### src/rtl/nas_pkg.sv
package nas_pkg;
  typedef struct packed {
    logic load;
    logic step;
    logic busy;
  } nasStrobe_t;
endpackage

### src/rtl/nas_dp.sv
module nas_dp
  import nas_pkg::*;
#(
  parameter int BYTE_W          = 8,
  parameter int ROW_BYTES_MAX   = 3,
  parameter int SMALL_COL_BYTES = 1,
  parameter int LARGE_COL_BYTES = 2,
  localparam int PAGE_W = ROW_BYTES_MAX * BYTE_W,
  localparam int CNT_W  = $clog2(LARGE_COL_BYTES + ROW_BYTES_MAX + 1)
) (
  input  logic              clk,
  input  logic              rst_n,
  input  nasStrobe_t        strobe,
  input  logic              colEn,
  input  logic              pageEn,
  input  logic              largePage,
  input  logic [1:0]        capClass,
  input  logic [PAGE_W-1:0] pageAddr,
  output logic [BYTE_W-1:0] byteData,
  output logic              reqEmpty,
  output logic              lastByte
);
  logic              needThird;
  logic [CNT_W-1:0]  reqCol, reqRow;
  logic [PAGE_W-1:0] pageQ;
  logic [CNT_W-1:0]  nColQ, totalQ, idxQ, rowIdx;
  logic [BYTE_W-1:0] rowByte [ROW_BYTES_MAX];
  logic              inCol;

  // byte-count decode for the incoming request
  always_comb begin
    needThird = largePage ? capClass[1] : (capClass != 2'd0);
    reqCol = '0;
    if (colEn)
      reqCol = largePage ? CNT_W'(LARGE_COL_BYTES) : CNT_W'(SMALL_COL_BYTES);
    reqRow = '0;
    if (pageEn)
      reqRow = needThird ? CNT_W'(ROW_BYTES_MAX) : CNT_W'(ROW_BYTES_MAX - 1);
    reqEmpty = (reqCol + reqRow) == '0;
  end

  always_ff @(posedge clk) begin
    if (!rst_n) begin
      pageQ  <= '0;
      nColQ  <= '0;
      totalQ <= '0;
      idxQ   <= '0;
    end else if (strobe.load) begin
      pageQ  <= pageAddr;
      nColQ  <= reqCol;
      totalQ <= reqCol + reqRow;
      idxQ   <= '0;
    end else if (strobe.step) begin
      idxQ <= idxQ + CNT_W'(1);
    end
  end

  generate
    for (genvar i = 0; i < ROW_BYTES_MAX; i++) begin : g_rowSlice
      assign rowByte[i] = pageQ[i*BYTE_W +: BYTE_W];
    end
  endgenerate

  assign inCol  = idxQ < nColQ;
  assign rowIdx = idxQ - nColQ;

  always_comb begin
    byteData = '0;
    if (!inCol) begin
      for (int i = 0; i < ROW_BYTES_MAX; i++)
        if (rowIdx == CNT_W'(i)) byteData = rowByte[i];
    end
  end

  assign lastByte = idxQ == (totalQ - CNT_W'(1));


  byte_hold_chk: assert property (@(posedge clk) disable iff (!rst_n)
    strobe.busy && !strobe.step |=> $stable(byteData));

  idx_in_range_chk: assert property (@(posedge clk) disable iff (!rst_n)
    strobe.busy |-> idxQ < totalQ);

  col_zero_chk: assert property (@(posedge clk) disable iff (!rst_n)
    strobe.busy && $past(strobe.load) && nColQ != '0 |-> byteData == '0);
endmodule

### src/rtl/nas_ctrl.sv
module nas_ctrl
  import nas_pkg::*;
(
  input  logic       clk,
  input  logic       rst_n,
  input  logic       reqValid,
  input  logic       reqEmpty,
  input  logic       lastByte,
  input  logic       byteReady,
  output logic       reqReady,
  output logic       byteValid,
  output logic       done,
  output nasStrobe_t strobe
);
  typedef enum logic [1:0] {ST_IDLE, ST_SEND, ST_FIN} nasState_t;
  nasState_t stateQ, stateD;

  always_comb begin
    stateD      = stateQ;
    strobe      = '0;
    reqReady    = 1'b0;
    byteValid   = 1'b0;
    done        = 1'b0;
    case (stateQ)
      ST_IDLE: begin
        reqReady = 1'b1;
        if (reqValid) begin
          strobe.load = 1'b1;
          stateD = reqEmpty ? ST_FIN : ST_SEND;
        end
      end
      ST_SEND: begin
        byteValid   = 1'b1;
        strobe.busy = 1'b1;
        if (byteReady) begin
          strobe.step = 1'b1;
          if (lastByte) stateD = ST_FIN;
        end
      end
      ST_FIN: begin
        done   = 1'b1;
        stateD = ST_IDLE;
      end
      default: stateD = ST_IDLE;
    endcase
  end

  always_ff @(posedge clk) begin
    if (!rst_n) stateQ <= ST_IDLE;
    else        stateQ <= stateD;
  end


  ready_idle_chk: assert property (@(posedge clk) disable iff (!rst_n)
    reqReady |-> !byteValid && !done);

  valid_hold_chk: assert property (@(posedge clk) disable iff (!rst_n)
    byteValid && !byteReady |=> byteValid);

  done_pulse_chk: assert property (@(posedge clk) disable iff (!rst_n)
    done |=> !done && reqReady);

  first_byte_chk: assert property (@(posedge clk) disable iff (!rst_n)
    reqReady && reqValid && !reqEmpty |=> byteValid);
endmodule

### src/rtl/nand_addr_seq.sv
module nand_addr_seq
  import nas_pkg::*;
#(
  parameter int BYTE_W          = 8,
  parameter int ROW_BYTES_MAX   = 3,
  parameter int SMALL_COL_BYTES = 1,
  parameter int LARGE_COL_BYTES = 2,
  localparam int PAGE_W = ROW_BYTES_MAX * BYTE_W
) (
  input  logic              clk,
  input  logic              rst_n,
  input  logic              reqValid,
  output logic              reqReady,
  input  logic              colEn,
  input  logic              pageEn,
  input  logic              largePage,
  input  logic [1:0]        capClass,
  input  logic [PAGE_W-1:0] pageAddr,
  output logic              byteValid,
  input  logic              byteReady,
  output logic [BYTE_W-1:0] byteData,
  output logic              done
);
  nasStrobe_t strobe;
  logic       reqEmpty, lastByte;

  nas_ctrl u_ctrl (
    .clk(clk), .rst_n(rst_n), .reqValid(reqValid), .reqEmpty(reqEmpty),
    .lastByte(lastByte), .byteReady(byteReady), .reqReady(reqReady),
    .byteValid(byteValid), .done(done), .strobe(strobe)
  );

  nas_dp #(
    .BYTE_W(BYTE_W), .ROW_BYTES_MAX(ROW_BYTES_MAX),
    .SMALL_COL_BYTES(SMALL_COL_BYTES), .LARGE_COL_BYTES(LARGE_COL_BYTES)
  ) u_dp (
    .clk(clk), .rst_n(rst_n), .strobe(strobe), .colEn(colEn),
    .pageEn(pageEn), .largePage(largePage), .capClass(capClass),
    .pageAddr(pageAddr), .byteData(byteData), .reqEmpty(reqEmpty),
    .lastByte(lastByte)
  );
endmodule

### config.mk
export PLATFORM = sky130hd
export DESIGN_NAME = nand_addr_seq
export DESIGN_NICKNAME = d
export VERILOG_FILES = /design/src/rtl/nas_pkg.sv /design/src/rtl/nas_dp.sv /design/src/rtl/nas_ctrl.sv /design/src/rtl/nand_addr_seq.sv
export SDC_FILE = /design/constraint.sdc
export NUM_CORES = 1
export LEC_CHECK = 0
export BUFFER_PORTS_ARGS = -buffer_cell sky130_fd_sc_hd__buf_2
export CORE_AREA = 4 4 82 84
export DETAILED_ROUTE_END_ITERATION = 10
export DIE_AREA = 0 0 86 88
export GPL_ROUTABILITY_DRIVEN = 0
export PLACE_DENSITY_LB_ADDON = 0.05
export SYNTH_ARGS = -nofsm -noshare
export SYNTH_HDL_FRONTEND = slang
export SYNTH_SLANG_ARGS = --single-unit
### constraint.sdc
create_clock -name clk -period 4.4 [get_ports clk]
set_input_delay 1.32 -clock clk [delete_from_list [all_inputs] [get_ports clk]]
set_output_delay 1.32 -clock clk [all_outputs]
set_load 0.005 [all_outputs]
==> flow_summary.yaml, run 1 <==
run_status:
  status: "finished, final reports clean"
sta:
  max_slew_margin_pct: 61.74
  max_clock_freq_ghz: 0.2646
  slew_violations: 0
  post-route-period-util_pct: 85.91
  tightestPinTransition_ns: 0.5701
  setup_viol: 0
  setup_tns_ns: 0
  min_period_ns: 3.780
  finalClockSkew_ns: 0.003078
  fin_ws_ns: 0.6201
  holdWs_ns: 0.4558
  hold_viol: 0
  rsz0062_at_grt: "false"
synthesis:
  post-synth-top-count-cell: "nand2_1"
  syn_area_um2: 1774
  postSynthCellCount: 214
  syn_nets: 254
  ys_ff_latch: 34
  synth_edf_count: 0
  synthArstFlopShare_pct: 0
  avgSynthCellArea_um2: 8.291
  netlist_top_cells_count: "62 x nand2_1, 34 x dfxtp_1, 20 x a21boi_1"
  synth-main-ff-cell: "dfxtp_1"
  yosysTopAreaCellShare_pct: 38.36
  synthTopCellsByArea: "dfxtp_1 38%, nand2_1 13%, a21boi_1 8.5%"
  synthDistinctLibCells: 34
  ys_warn_count: 0
  seq_area_frac_synth_pct: 38.36
  synth_area_leader_cell: "dfxtp_1"
routing:
  final_antenna_net_count: 0
  wirelength_um: 4398
  avgViaCountPerCell: 4.690
  wl_per_cell_um: 13.37
  drt_iter0_drc: 28
  drc: 0
  drtPass1Iterations: 4
  num_vias: 1543
placement:
  dp.final_hpwl_um: 3218
  pre_cts_slack_ns: 0.9638
  port_buffers: 43
cts:
  clk_pin_slew_ns: 0.07
  cts-root-buf: "clkbuf_8"
  clock_path_buffers: 2
  postCtsResizedCells: 0
  numCtsBuffers: 5
  holdBufCountCts: 0
  clk_latency_ns: 0.28
  post_cts_buffers: 0
  htreeDepth: 2
  tritoncts: "yes"
  cts.sinks: 34
global_routing:
  antenna_found_initial: 0
  grt_pass1_vias: 1503
  grt_pass1_wl_um: 7369
  overflow: 0
  grt_usage_pct: 12.33
  grt_max_degree: 35
floorplan:
  die_area_um2: 7568
  fp.dieH_um: 88
  core_um2: 5921
  placementRows: 28
  die_w_um: 86
  ios: 44
  floorplan.initialDensity_pct: 29.97
cells_and_area:
  layout.nets: 293
  drive_gt1_share_pct: 22.44
  syn_to_final_growth_pct: 20.31
  num_antenna_cells: 0
  fillCellCount: 634
pwr:
  pwr-share-seq_pct: 43.4
  pwr-share-comb_pct: 22.0
  p_switching_w: 0.0002284
  power.density_nw_per_um2: 377.0
  leakagePower_nw: 0.8907
  p_int_w: 0.0005764
  p_sw_share_pct: 28.37
  power_w: 0.0008048
  vdd_drop_max_mv: 0.1180
  clock_power_share_pct: 34.6
worst_setup_path:
  crit_required_ns: 3.08
  cp.arrival_ns: 2.46
  reg2reg_slack_ns: 3.02
  worstSetupEndpointType: "output pin"
  cp_slowest_cell: "fa_1"
  worstPathMaxFanout: 10
  critPathBufInv: 2
  path_cells: "inv_1 -> ha_1 -> fa_1 -> nand2b_1 -> nor3_1 -> a211oi_1 -> buf_2"
  critPathTopFamily: "adder cells"
  cpPeakStageDelay_ns: 0.68
  path_class: "reg2out"
  start_kind: "flip-flop"
min_path:
  min_path_type: "reg2reg"
run:
  drv_cap: 0
-- sequential cells by signal, indices dropped and copies added, names as in the netlist --
| signal | cells |
|---|---|
| u_ctrl.stateQ | 2 |
| u_dp.pageQ | 24 |
| u_dp.idxQ | 3 |
| u_dp.totalQ | 3 |
| u_dp.nColQ | 2 |
-- power by group through the flow --
stage	Clock [W]	Combinational [W]	Sequential (W)
6_report	0.000278	0.000177	0.000349
4_1_cts	0.000290	0.000181	0.000349
3_5_place_dp	0	0.000180	0.000356
3_3_place_gp	0	0.000181	0.000357
2_1_floorplan	0	0.000124	0.000349
5_1_grt	0.000303	0.000205	0.000352
-- through the flow --
stage / utilization, % / std cells / cell area [um2]
after CTS: 36.05 / 329 / 2135
after floorplan: - / 214 / 1774
final: 36.05 / 329 / 2135
after detailed placement: 34.21 / 321 / 2026
after global routing: 36.05 / 329 / 2135
after global placement: 34.21 / 321 / 2026
-- per-layer routing --
| layer | vias up | GRT usage (%) | wire length [um] |
|---|---|---|---|
| met5 | - | 0 | 0 |
| met4 | 0 | 3.453 | 59 |
| met3 | 7 | 3.763 | 239 |
| met2 | 38 | 17.31 | 1754 |
| met1 | 697 | 18.05 | 2344 |
| li1 | 801 | - | - |
-- kinds of logic after synthesis --
family,share of synthesized area (%)
compound gates,23.06
flops,38.36
xor+xnor,4.161
fa+ha+maj,5.783
simple gates,23.13
buf+inv,5.501
-- path summary, 6_finish.rpt --
path	startpoint	end	cells after the start
worst max-delay path	u_dp.idxQ[0]$_SDFFE_PP0P_	byteData[1]	7
worst min-delay path	u_dp.totalQ[1]$_SDFFE_PN0P_	u_dp.totalQ[1]$_SDFFE_PN0P_	2
worst max register to register	u_ctrl.stateQ[0]$_SDFFE_PN0P_	u_ctrl.stateQ[0]$_SDFFE_PN0P_	4
worst min register to register	u_dp.totalQ[1]$_SDFFE_PN0P_	u_dp.totalQ[1]$_SDFFE_PN0P_	2
-- cell type report --
class | count | area (um2) | area share (%)
clock buffers | 5 | 68.82 | 3.224
clock inverters | 3 | 40.04 | 1.876
inverters | 5 | 18.77 | 0.8792
multi-input cells | 162 | 1002 | 46.95
flip-flops and latches | 34 | 680.7 | 31.89
well taps | 75 | 93.84 | 4.396
repair buffers | 45 | 230.2 | 10.79
-- placed cells by master, fill, tap and decap left out, types with 2 or more instances in the layout --
| master | count |
|---|---|
| a211oi_1 | 8 |
| a21boi_0 | 9 |
| a21boi_1 | 20 |
| a21o_1 | 8 |
| buf_2 | 43 |
| buf_4 | 2 |
| clkbuf_8 | 5 |
| clkinv_2 | 2 |
| dfxtp_1 | 34 |
| fa_1 | 2 |
| ha_1 | 5 |
| inv_1 | 5 |
| nand2_1 | 62 |
| nand3_1 | 2 |
| nor2_1 | 4 |
| nor2b_1 | 4 |
| nor3_1 | 9 |
| o21ai_0 | 9 |
| xor2_1 | 3 |
-- worst register-to-register path, stage by stage, from the launching register on --
cell and delay [ns]:
dfxtp_1 0.38, or3b_1 0.40, buf_4 0.25, nor3b_2 0.19
a31o_1 0.11
No activity file was read; power rests on OpenSTA's default activity.
==> run 2: changes to the inputs <==
--- a/config.mk
+++ b/config.mk
@@ -6,9 +6,9 @@
 export NUM_CORES = 1
 export LEC_CHECK = 0
 export BUFFER_PORTS_ARGS = -buffer_cell sky130_fd_sc_hd__buf_2
-export CORE_AREA = 4 4 82 84
+export CORE_AREA = 4 4 62 64
 export DETAILED_ROUTE_END_ITERATION = 10
-export DIE_AREA = 0 0 86 88
+export DIE_AREA = 0 0 66 68
 export GPL_ROUTABILITY_DRIVEN = 0
 export PLACE_DENSITY_LB_ADDON = 0.05
 export SYNTH_ARGS = -nofsm -noshare
==> run 2 against run 1 <==
Net effect:
- clock skew is 0.0071 ns higher
- non-clock buffer count decreased by 1
- clock power fell by 37%
- worst setup slack got worse by 0.055 ns
- total power shrank 14%
- flip-flop and latch count stayed put
- first-iteration DRC count grew to 2.6 times the previous value
- core utilization rose by 26 points
- fmax down 1.4%
- largest cell class unchanged
==> flow_summary.yaml, run 2 (synthesis results as in run 1) <==
routing:
  wirelength_um: 3679
  num_vias: 1493
  final_antenna_net_count: 0
  drt_iter0_drc: 74
  drtPass1Iterations: 4
  drc: 0
  avgViaCountPerCell: 4.993
  wl_per_cell_um: 12.30
global_routing:
  use_met2_pct: 26.03
  grt_pass1_vias: 1356
  busiest_layer: "met1"
  grt_max_degree: 35
  met1_usage_pct: 26.42
  antenna_found_initial: 0
  grt_pass1_wl_um: 6313
  grt_usage_pct: 18.33
  grt_use_met3_pct: 4.926
  overflow: 0
worst_setup_path:
  path_cells: "inv_1 -> ha_1 -> fa_1 -> nand2b_1 -> nor3_1 -> a211oi_1 -> buf_2"
  critPathBufInv: 2
  crit_required_ns: 3.08
  reg2reg_slack_ns: 2.68
  path_class: "reg2out"
  cpPeakStageDelay_ns: 0.67
  cp_slowest_cell: "fa_1"
  worstPathMaxFanout: 10
  r2r_cells: 3
  worstSetupEndpointType: "output pin"
  timing.rr.start: "u_ctrl.stateQ[0]$_SDFFE_PN0P_"
  r2r-end: "u_ctrl.stateQ[0]$_SDFFE_PN0P_"
  start_kind: "flip-flop"
  critPathTopFamily: "adder cells"
  cp.arrival_ns: 2.51
placement:
  dp.final_hpwl_um: 2651
  port_buffers: 43
  placed_area_um2: 1976
pwr:
  pwr-share-seq_pct: 49.8
  p_sw_share_pct: 30.27
  clock_power_share_pct: 25.2
  power.density_nw_per_um2: 341.6
  pwr-share-comb_pct: 24.9
  p_int_w: 0.0004849
  leakagePower_nw: 0.8626
  p_switching_w: 0.0002105
  power_w: 0.0006954
  vdd_drop_max_mv: 0.1839
sta:
  post-route-period-util_pct: 87.15
  max_clock_freq_ghz: 0.2608
  min_period_ns: 3.835
  rsz0062_at_grt: "false"
  setup_viol: 0
  max_slew_margin_pct: 27.34
  finalClockSkew_ns: 0.01022
  holdWs_ns: 0.4554
  slew_violations: 0
  hold_viol: 0
  setup_tns_ns: 0
  tightestPinTransition_ns: 1.090
floorplan:
  core_um2: 3284
  ios: 44
  floorplan.initialDensity_pct: 54.02
  die_area_um2: 4488
  fp.dieH_um: 68
  placementRows: 21
  die_w_um: 66
cts:
  holdBufCountCts: 0
  cts.sinks: 34
  htreeDepth: 2
  tritoncts: "yes"
  numCtsBuffers: 5
  post_cts_buffers: 0
  postCtsResizedCells: 0
  clock_path_buffers: 2
  clk_pin_slew_ns: 0.10
  cts-root-buf: "clkbuf_4"
  clk_latency_ns: 0.32
cells_and_area:
  drive_gt1_share_pct: 21.74
  stdcell_area_um2: 2036
  final_cell_mix: "62 x nand2_1, 43 x buf_2, 34 x dfxtp_1, 20 x a21boi_1"
  multi_input_area_um2: 996.0
  top_register: "u_dp.pageQ"
  layout.nets: 292
  num_antenna_cells: 0
  syn_to_final_growth_pct: 14.74
  regArea_um2: 680.7
  top_regs: "u_dp.pageQ: 24 flops, u_dp.idxQ: 3 flops, u_dp.totalQ: 3 flops"
  mostFrequentLayoutCell: "nand2_1"
  fillCellCount: 307
  largest_reg_flops: 24
min_path:
  min_path_type: "reg2reg"
  hold_depth: 2
  worstHoldStart: "u_dp.pageQ[4]$_SDFFE_PN0P_"
  min_to: "u_dp.pageQ[4]$_SDFFE_PN0P_"
run:
  drv_cap: 0
run_status:
  status: "finished, final reports clean"
[run 2: changes by cell type in the layout (fill, tap and decap cells not counted)]
cell / previous run / this run
clkbuf_4: 0 / 5
nor3b_4: 1 / 0
nor3b_2: 1 / 2
clkbuf_8: 5 / 1
clkinv_2: 2 / 1
clkbuf_1: 0 / 1
buf_4: 2 / 1
bufinv_16: 1 / 0
[run 2: per-stage QoR]
step                utilization (%)  instances  setup slack, ns
floorplan                         -        214            1.205
global placement              60.15        291           0.9887
detailed placement            60.15        291           0.9392
CTS                           61.98        299           0.5642
global route                  61.98        299           0.3887
finish                        61.98        299           0.5653
[run 2: cell type report]
cell class,count,area share (%)
Multi-Input combinational cell,162,48.92
Timing Repair Buffer,44,10.94
Tap cell,46,2.827
Inverter,5,0.9219
Sequential cell,34,33.44
Clock inverter,1,0.2459
Clock buffer,7,2.704
[run 2: worst max path at each step]
stage,from,to,slack (ns),cells past startpoint
after floorplan,u_dp.idxQ[0]$_SDFFE_PP0P_,byteData[0],1.20,8
after global placement,u_dp.idxQ[0]$_SDFFE_PP0P_,byteData[3],0.99,7
after detailed placement,u_dp.idxQ[0]$_SDFFE_PP0P_,byteData[1],0.94,7
after CTS,u_dp.idxQ[0]$_SDFFE_PP0P_,byteData[1],0.56,7
after global routing,u_dp.idxQ[0]$_SDFFE_PP0P_,byteData[0],0.39,7
final,u_dp.idxQ[0]$_SDFFE_PP0P_,byteData[0],0.57,7
[run 2: power groups by stage]
| stage | registers, W | clock network, W | logic [W] |
|---|---|---|---|
| finish | 0.000347 | 0.000176 | 0.000173 |
| floorplan | 0.000349 | 0 | 0.000124 |
| detailed placement | 0.000354 | 0 | 0.000173 |
| global route | 0.000350 | 0.000198 | 0.000198 |
| global placement | 0.000354 | 0 | 0.000172 |
| CTS | 0.000347 | 0.000183 | 0.000174 |
[run 2: tightest hold or removal path: stages (launching register included)]
cell and delay (ns):
dfxtp_1 0.32, nand2_1 0.05, a21boi_1 0.05
[run 2: per-layer routing]
| layer | routed length, um | part of all wire, % |
|---|---|---|
| met1 | 1919 | 52 |
| met2 | 1511 | 41 |
| met3 | 212 | 5.8 |
| met4 | 34 | 0.92 |
| met5 | 0 | 0 |
